==> src/rtl/sbt_pkg.sv <==
package sbt_pkg;

  // Sticky flag update: a new hit outranks a software clear.
  function automatic logic sticky_next(input logic cur, input logic set, input logic clr);
    if (set)      return 1'b1;
    else if (clr) return 1'b0;
    else          return cur;
  endfunction

  // Counter state classes for the counted channel.
  typedef enum logic [1:0] {
    CNT_IDLE  = 2'd0,
    CNT_LOAD  = 2'd1,
    CNT_DEC   = 2'd2,
    CNT_FLOOR = 2'd3
  } cnt_op_e;

endpackage

==> src/rtl/sbt_hit_counter.sv <==
module sbt_hit_counter #(
  parameter int CNT_W = 12
) (
  input  logic             clk,
  input  logic             rst_n,
  input  logic             hit,
  input  logic             cnt_en,
  input  logic             load,
  input  logic [CNT_W-1:0] load_val,
  output logic [CNT_W-1:0] value,
  output logic             hit_qual
);
  import sbt_pkg::*;

  localparam logic [CNT_W-1:0] ONE = {{(CNT_W-1){1'b0}}, 1'b1};

  logic [CNT_W-1:0] value_q;
  logic             at_floor;
  cnt_op_e          op;

  assign at_floor = (value_q <= ONE);

  always_comb begin
    if (load)                    op = CNT_LOAD;
    else if (hit && cnt_en)      op = at_floor ? CNT_FLOOR : CNT_DEC;
    else                         op = CNT_IDLE;
  end

  always_ff @(posedge clk or negedge rst_n) begin
    if (!rst_n) begin
      value_q <= '0;
    end else begin
      unique case (op)
        CNT_LOAD:  value_q <= load_val;
        CNT_DEC:   value_q <= value_q - ONE;
        default:   value_q <= value_q;
      endcase
    end
  end

  // The hit counts when the count condition is off, or once the floor is reached.
  assign hit_qual = hit && (!cnt_en || at_floor);
  assign value    = value_q;

endmodule

==> src/rtl/sbt_channel.sv <==
module sbt_channel #(
  parameter int NUM_CH = 2,
  parameter int IDX_W  = 1
) (
  input  logic              clk,
  input  logic              rst_n,
  input  logic              hit_eff,
  input  logic              brk_en,
  input  logic              seq_en,
  input  logic [IDX_W-1:0]  partner,
  input  logic [NUM_CH-1:0] flags_all,
  input  logic              clr,
  output logic              flag,
  output logic              qualify
);
  import sbt_pkg::*;

  logic flag_q;
  logic partner_armed;

  always_ff @(posedge clk or negedge rst_n) begin
    if (!rst_n) flag_q <= 1'b0;
    else        flag_q <= sticky_next(flag_q, hit_eff, clr);
  end

  // Only flags registered in an earlier cycle arm the second stage.
  always_comb begin
    partner_armed = 1'b0;
    for (int k = 0; k < NUM_CH; k++) begin
      if (partner == IDX_W'(k)) partner_armed = flags_all[k];
    end
  end

  assign qualify = hit_eff && brk_en && (!seq_en || partner_armed);
  assign flag    = flag_q;

endmodule

==> src/rtl/sbt_break_sched.sv <==
module sbt_break_sched #(
  parameter int NUM_CH = 2
) (
  input  logic              clk,
  input  logic              rst_n,
  input  logic [NUM_CH-1:0] qualify,
  input  logic              insn_bnd,
  input  logic              bnd_is_slot,
  output logic              brk_req,
  output logic [NUM_CH-1:0] brk_src
);
  logic [NUM_CH-1:0] pend_q;
  logic              release_now;
  logic              req_q;
  logic [NUM_CH-1:0] src_q;

  assign release_now = (|pend_q) && insn_bnd && !bnd_is_slot;

  always_ff @(posedge clk or negedge rst_n) begin
    if (!rst_n) begin
      pend_q <= '0;
      req_q  <= 1'b0;
      src_q  <= '0;
    end else begin
      pend_q <= (release_now ? '0 : pend_q) | qualify;
      req_q  <= release_now;
      src_q  <= release_now ? pend_q : '0;
    end
  end

  assign brk_req = req_q;
  assign brk_src = src_q;

endmodule

==> src/rtl/seq_break_trigger.sv <==
module seq_break_trigger #(
  parameter int NUM_CH = 2,
  parameter int IDX_W  = (NUM_CH > 1) ? $clog2(NUM_CH) : 1,
  parameter int CNT_W  = 12,
  parameter int CNT_CH = 1
) (
  input  logic                    clk,
  input  logic                    rst_n,
  input  logic [NUM_CH-1:0]       ch_hit,
  input  logic [NUM_CH-1:0]       brk_en,
  input  logic [NUM_CH-1:0]       seq_en,
  input  logic [NUM_CH*IDX_W-1:0] partner_sel,
  input  logic                    cnt_en,
  input  logic                    cnt_load,
  input  logic [CNT_W-1:0]        cnt_load_val,
  input  logic                    flag_clr_we,
  input  logic [NUM_CH-1:0]       flag_clr_data,
  input  logic                    insn_bnd,
  input  logic                    bnd_is_slot,
  output logic [NUM_CH-1:0]       flags,
  output logic [CNT_W-1:0]        cnt_value,
  output logic                    brk_req,
  output logic [NUM_CH-1:0]       brk_src
);
  logic [NUM_CH-1:0] hit_eff;
  logic [NUM_CH-1:0] qualify;
  logic [NUM_CH-1:0] flag_vec;
  logic [NUM_CH-1:0] clr_vec;

  assign clr_vec = flag_clr_we ? flag_clr_data : '0;

  for (genvar ch = 0; ch < NUM_CH; ch++) begin : g_ch
    if (ch == CNT_CH) begin : g_counted
      sbt_hit_counter #(.CNT_W(CNT_W)) u_cnt (
        .clk      (clk),
        .rst_n    (rst_n),
        .hit      (ch_hit[ch]),
        .cnt_en   (cnt_en),
        .load     (cnt_load),
        .load_val (cnt_load_val),
        .value    (cnt_value),
        .hit_qual (hit_eff[ch])
      );
    end else begin : g_plain
      assign hit_eff[ch] = ch_hit[ch];
    end

    sbt_channel #(.NUM_CH(NUM_CH), .IDX_W(IDX_W)) u_chan (
      .clk       (clk),
      .rst_n     (rst_n),
      .hit_eff   (hit_eff[ch]),
      .brk_en    (brk_en[ch]),
      .seq_en    (seq_en[ch]),
      .partner   (partner_sel[ch*IDX_W +: IDX_W]),
      .flags_all (flag_vec),
      .clr       (clr_vec[ch]),
      .flag      (flag_vec[ch]),
      .qualify   (qualify[ch])
    );
  end

  if (CNT_CH >= NUM_CH) begin : g_no_counter
    assign cnt_value = '0;
  end

  sbt_break_sched #(.NUM_CH(NUM_CH)) u_sched (
    .clk         (clk),
    .rst_n       (rst_n),
    .qualify     (qualify),
    .insn_bnd    (insn_bnd),
    .bnd_is_slot (bnd_is_slot),
    .brk_req     (brk_req),
    .brk_src     (brk_src)
  );

  assign flags = flag_vec;

endmodule

==> config.mk <==
export PLATFORM = sky130hd
export DESIGN_NAME = seq_break_trigger
export DESIGN_NICKNAME = d
export VERILOG_FILES = /design/src/rtl/sbt_pkg.sv /design/src/rtl/sbt_hit_counter.sv /design/src/rtl/sbt_channel.sv /design/src/rtl/sbt_break_sched.sv /design/src/rtl/seq_break_trigger.sv
export SDC_FILE = /design/constraint.sdc
export NUM_CORES = 1
export LEC_CHECK = 0
export CAP_MARGIN = 20
export CORE_AREA = 2 2 54 56
export DETAILED_ROUTE_END_ITERATION = 8
export DIE_AREA = 0 0 56 58
export PLACE_DENSITY = 0.8
export SLEW_MARGIN = 20
export SYNTH_ARGS = -nofsm -noshare
export SYNTH_HDL_FRONTEND = slang
export SYNTH_SLANG_ARGS = --single-unit
==> constraint.sdc <==
create_clock -name clk -period 5.75 [get_ports clk]
set_input_delay 1.15 -clock clk [delete_from_list [all_inputs] [get_ports clk]]
set_output_delay 1.15 -clock clk [all_outputs]
set_load 0.02 [all_outputs]
==> run_results.csv <==
group,metric,value,unit
global_routing,met1_usage,22.6,%
pwr,clock_power_share,18.0,%
timing,fin_ws,2440,ps
timing,finClkSkew,2.63,ps
pwr,ir_worst_vdd,174,uV
run,maxCapViolations,0,
yosys,synthFlopType,"dfrtp_1",
place,place_hpwl,2.06,mm
worst_hold_path,hold_class,"flip-flop to flip-flop",
clock_network,ctsHoldBuffers,0,
clock_network,cts_max_path_buffers,2,
global_routing,grt_use_total,18.3,%
route,vias,1139,
worst_setup_path,crit_type,"primary input to flip-flop",
floorplanning,num_io_pins,46,
global_routing,grt_antenna_before_repair,0,
yosys,synth_top_area_cell,"dfrtp_1",
floorplanning,rows,19,
clock_network,clk_latency,300,ps
floorplanning,die_x,56,um
global_routing,grt_pass1_vias,1092,
outcome,status,"complete, no violations",
route,postRouteWirelength,2.83,mm
yosys,async_reset_ff_share,100,%
global_routing,grt_overflow_total,0,
yosys,yosysWarningCount,0,
timing,final.min_clock_period,3310,ps
timing,relSlewSlack,39.7,%
route,drc,0,
route,post_drt_wl_per_cell,14.3,um
layout,drive_gt1_share,7.19,%
worst_setup_path,end_kind,"flip-flop",
timing,maxSlewViolCount,0,
global_routing,met2_usage,32.1,%
place,preCtsSetupSlack,2160,ps
floorplanning,dieArea,3250,um2
clock_network,postCtsResizedCells,0,
floorplanning,die_h,58,um
route,first_iter_violations,41,
pwr,switchingPower,0.129,mW
yosys,synth_area_leaders,"dfrtp_1 (41%), a311oi_1 (3.8%), ha_1 (3.3%)",
layout,antennaDiodeCount,0,
global_routing,grt_pass1_wl,4.75,mm
pwr,p_per_area,230,nW/um2
worst_setup_path,cp.arrival,3550,ps
yosys,synth_top_area_share,41.2,%
clock_network,ctsRootBufferMaster,"clkbuf_4",
yosys,synthesis.area,1150,um2
worst_setup_path,cp-start-kind,"primary input",
floorplanning,start_util,43.3,%
yosys,synth-edff-count,0,
pwr,power_leakage,0.646,nW
clock_network,clk_pin_slew_worst_paths,100,ps
timing,max_freq,302,MHz
global_routing,met3_usage,3.57,%
route,dr.pass1.iters,4,
layout,final_util,61.2,%
clock_network,cts_tree,"yes",
clock_network,cts.sinks,19,
global_routing,grt.busiest_layer,"met2",
timing,rsz0062_at_grt,"no",
route,via_per_inst,5.75,
pwr,power.internal,0.245,mW
timing,worstMarginPinSlew,905,ps
yosys,avgSynthCellArea,9.16,um2
timing,fin_setup_tns,0,ps
yosys,ys_ff_latch,19,
pwr,pwr-share-seq,47.0,%
pwr,design_power_total,0.374,mW
route,drt.antenna.violating_nets,0,
timing,setup_violations,0,
global_routing,grt_max_degree,30,
yosys,syn_inst,126,
pwr,power_frac_comb,35.0,%
pwr,power.share.switching,34.4,%
yosys,syn_nets,158,
clock_network,numCtsBuffers,3,
clock_network,post-cts-setup-buffer-count,0,
worst_setup_path,cp_max_fo,29,
place,numPortBuffers,45,
worst_setup_path,critPathRequiredTime,5990,ps
floorplanning,fp.coreArea,2660,um2
clock_network,htree_levels,1,
timing,hold_viol,0,
timing,period_share,57.6,%
place,globalplace.congestion,0.823,
yosys,synth_seq_area_share,41.2,%
yosys,synth_cell_type_count,43,
layout,syn_to_final_growth,41.2,%
layout,nets,200,
-- critical path: stages --
cell	delay, ps
clkdlybuf4s50_1	490
nand2_1	70
nor2_1	100
ha_1	760
or3b_2	490
or4_1	400
nand3_1	90
-- state kept, by name (all words and copies together) (netlist names) --
| name | cells |
|---|---|
| u_sched.brk_src | 2 |
| u_sched.pend_q | 2 |
| g_ch.g_counted.u_cnt.value | 12 |
| u_sched.brk_req | 1 |
| g_ch.u_chan.flag | 2 |
-- worst paths after layout --
path	from	cells after the start	endpoint	slack, ps
setup / recovery	ch_hit[1]	7	g_ch[1].g_counted.u_cnt.value[8]$_DFFE_PN0P_	2440
hold / removal	u_sched.pend_q[1]$_DFF_PN0_	2	u_sched.pend_q[1]$_DFF_PN0_	500
setup reg to reg	g_ch[1].g_counted.u_cnt.value[0]$_DFFE_PN0P_	9	g_ch[1].g_counted.u_cnt.value[8]$_DFFE_PN0P_	2560
hold reg to reg	u_sched.pend_q[1]$_DFF_PN0_	2	u_sched.pend_q[1]$_DFF_PN0_	500
max in group asynchronous	rst_n	1	g_ch[1].g_counted.u_cnt.value[1]$_DFFE_PN0P_	3910
min in group asynchronous	rst_n	1	g_ch[0].u_chan.flag$_DFFE_PN0P_	1320
-- power by group through the flow --
stage          Clock, mW  Sequential, mW  Combinational [mW]
2_1_floorplan          0           0.191              0.0524
3_5_place_dp           0           0.178               0.131
3_3_place_gp           0           0.178               0.129
4_1_cts           0.0700           0.176               0.132
5_1_grt           0.0753           0.180               0.142
6_report          0.0673           0.176               0.131
-- synthesized netlist by cell type (2+ instances only) --
| library cell | instances |
|---|---|
| a21oi_1 | 5 |
| o21ai_0 | 7 |
| dfrtp_1 | 19 |
| buf_4 | 2 |
| a41oi_1 | 3 |
| ha_1 | 3 |
| nor3b_1 | 3 |
| mux2i_1 | 2 |
| a311oi_1 | 5 |
| and3_1 | 2 |
| nor2_1 | 7 |
| buf_2 | 2 |
| nor2b_1 | 2 |
| clkbuf_1 | 4 |
| nor3_1 | 5 |
| nor4_1 | 2 |
| o211ai_1 | 4 |
| nand2_1 | 10 |
| or4_1 | 2 |
| nand3_1 | 2 |
| o311ai_0 | 2 |
| inv_1 | 10 |
| a31oi_1 | 3 |
-- metrics by stage --
step / std cells / instance area [um2] / hold slack, ps
3_3_place_gp: 194 / 1600 / 478
2_1_floorplan: 126 / 1150 / 449
6_report: 198 / 1630 / 501
5_1_grt: 198 / 1630 / 538
4_1_cts: 198 / 1630 / 509
3_5_place_dp: 194 / 1600 / 483
-- area by class of cell --
type                    instances  area, um2
clock buffers                   4       26.3
fillers                       254       1030
inverters                      10       37.5
multi-input cells              89        601
flip-flops and latches         19        475
well taps                      31       38.8
repair buffers                 45        450
-- metal layers --
layer | vias to the layer above | wire length (um)
met5 | - | 0
met4 | 0 | 26
met3 | 4 | 178
met2 | 44 | 1330
met1 | 535 | 1290
li1 | 556 | -
-- placed cells by master, fill, tap and decap left out, types with 2 or more instances in the layout --
cell type	Yosys	routed
a21oi_1	5	5
a311oi_1	5	5
a31oi_1	3	3
a41oi_1	3	3
and3_1	2	2
clkbuf_4	0	3
clkdlybuf4s50_1	0	45
dfrtp_1	19	19
ha_1	3	3
inv_1	10	10
mux2i_1	2	2
nand2_1	10	10
nand3_1	2	2
nor2_1	7	7
nor2b_1	2	2
nor3_1	5	5
nor3b_1	3	3
nor4_1	2	2
o211ai_1	4	4
o21ai_0	7	7
o311ai_0	2	2
or4_1	2	2
-- cell families after synthesis --
family / synth area share [%]
AOI/OAI and AO/OA: 24.6
muxes: 2.71
and+or+nand+nor: 21.5
DFF: 41.2
adders and majority gates: 3.25
buffers and inverters: 6.72
(Power assumes the default switching activity.)
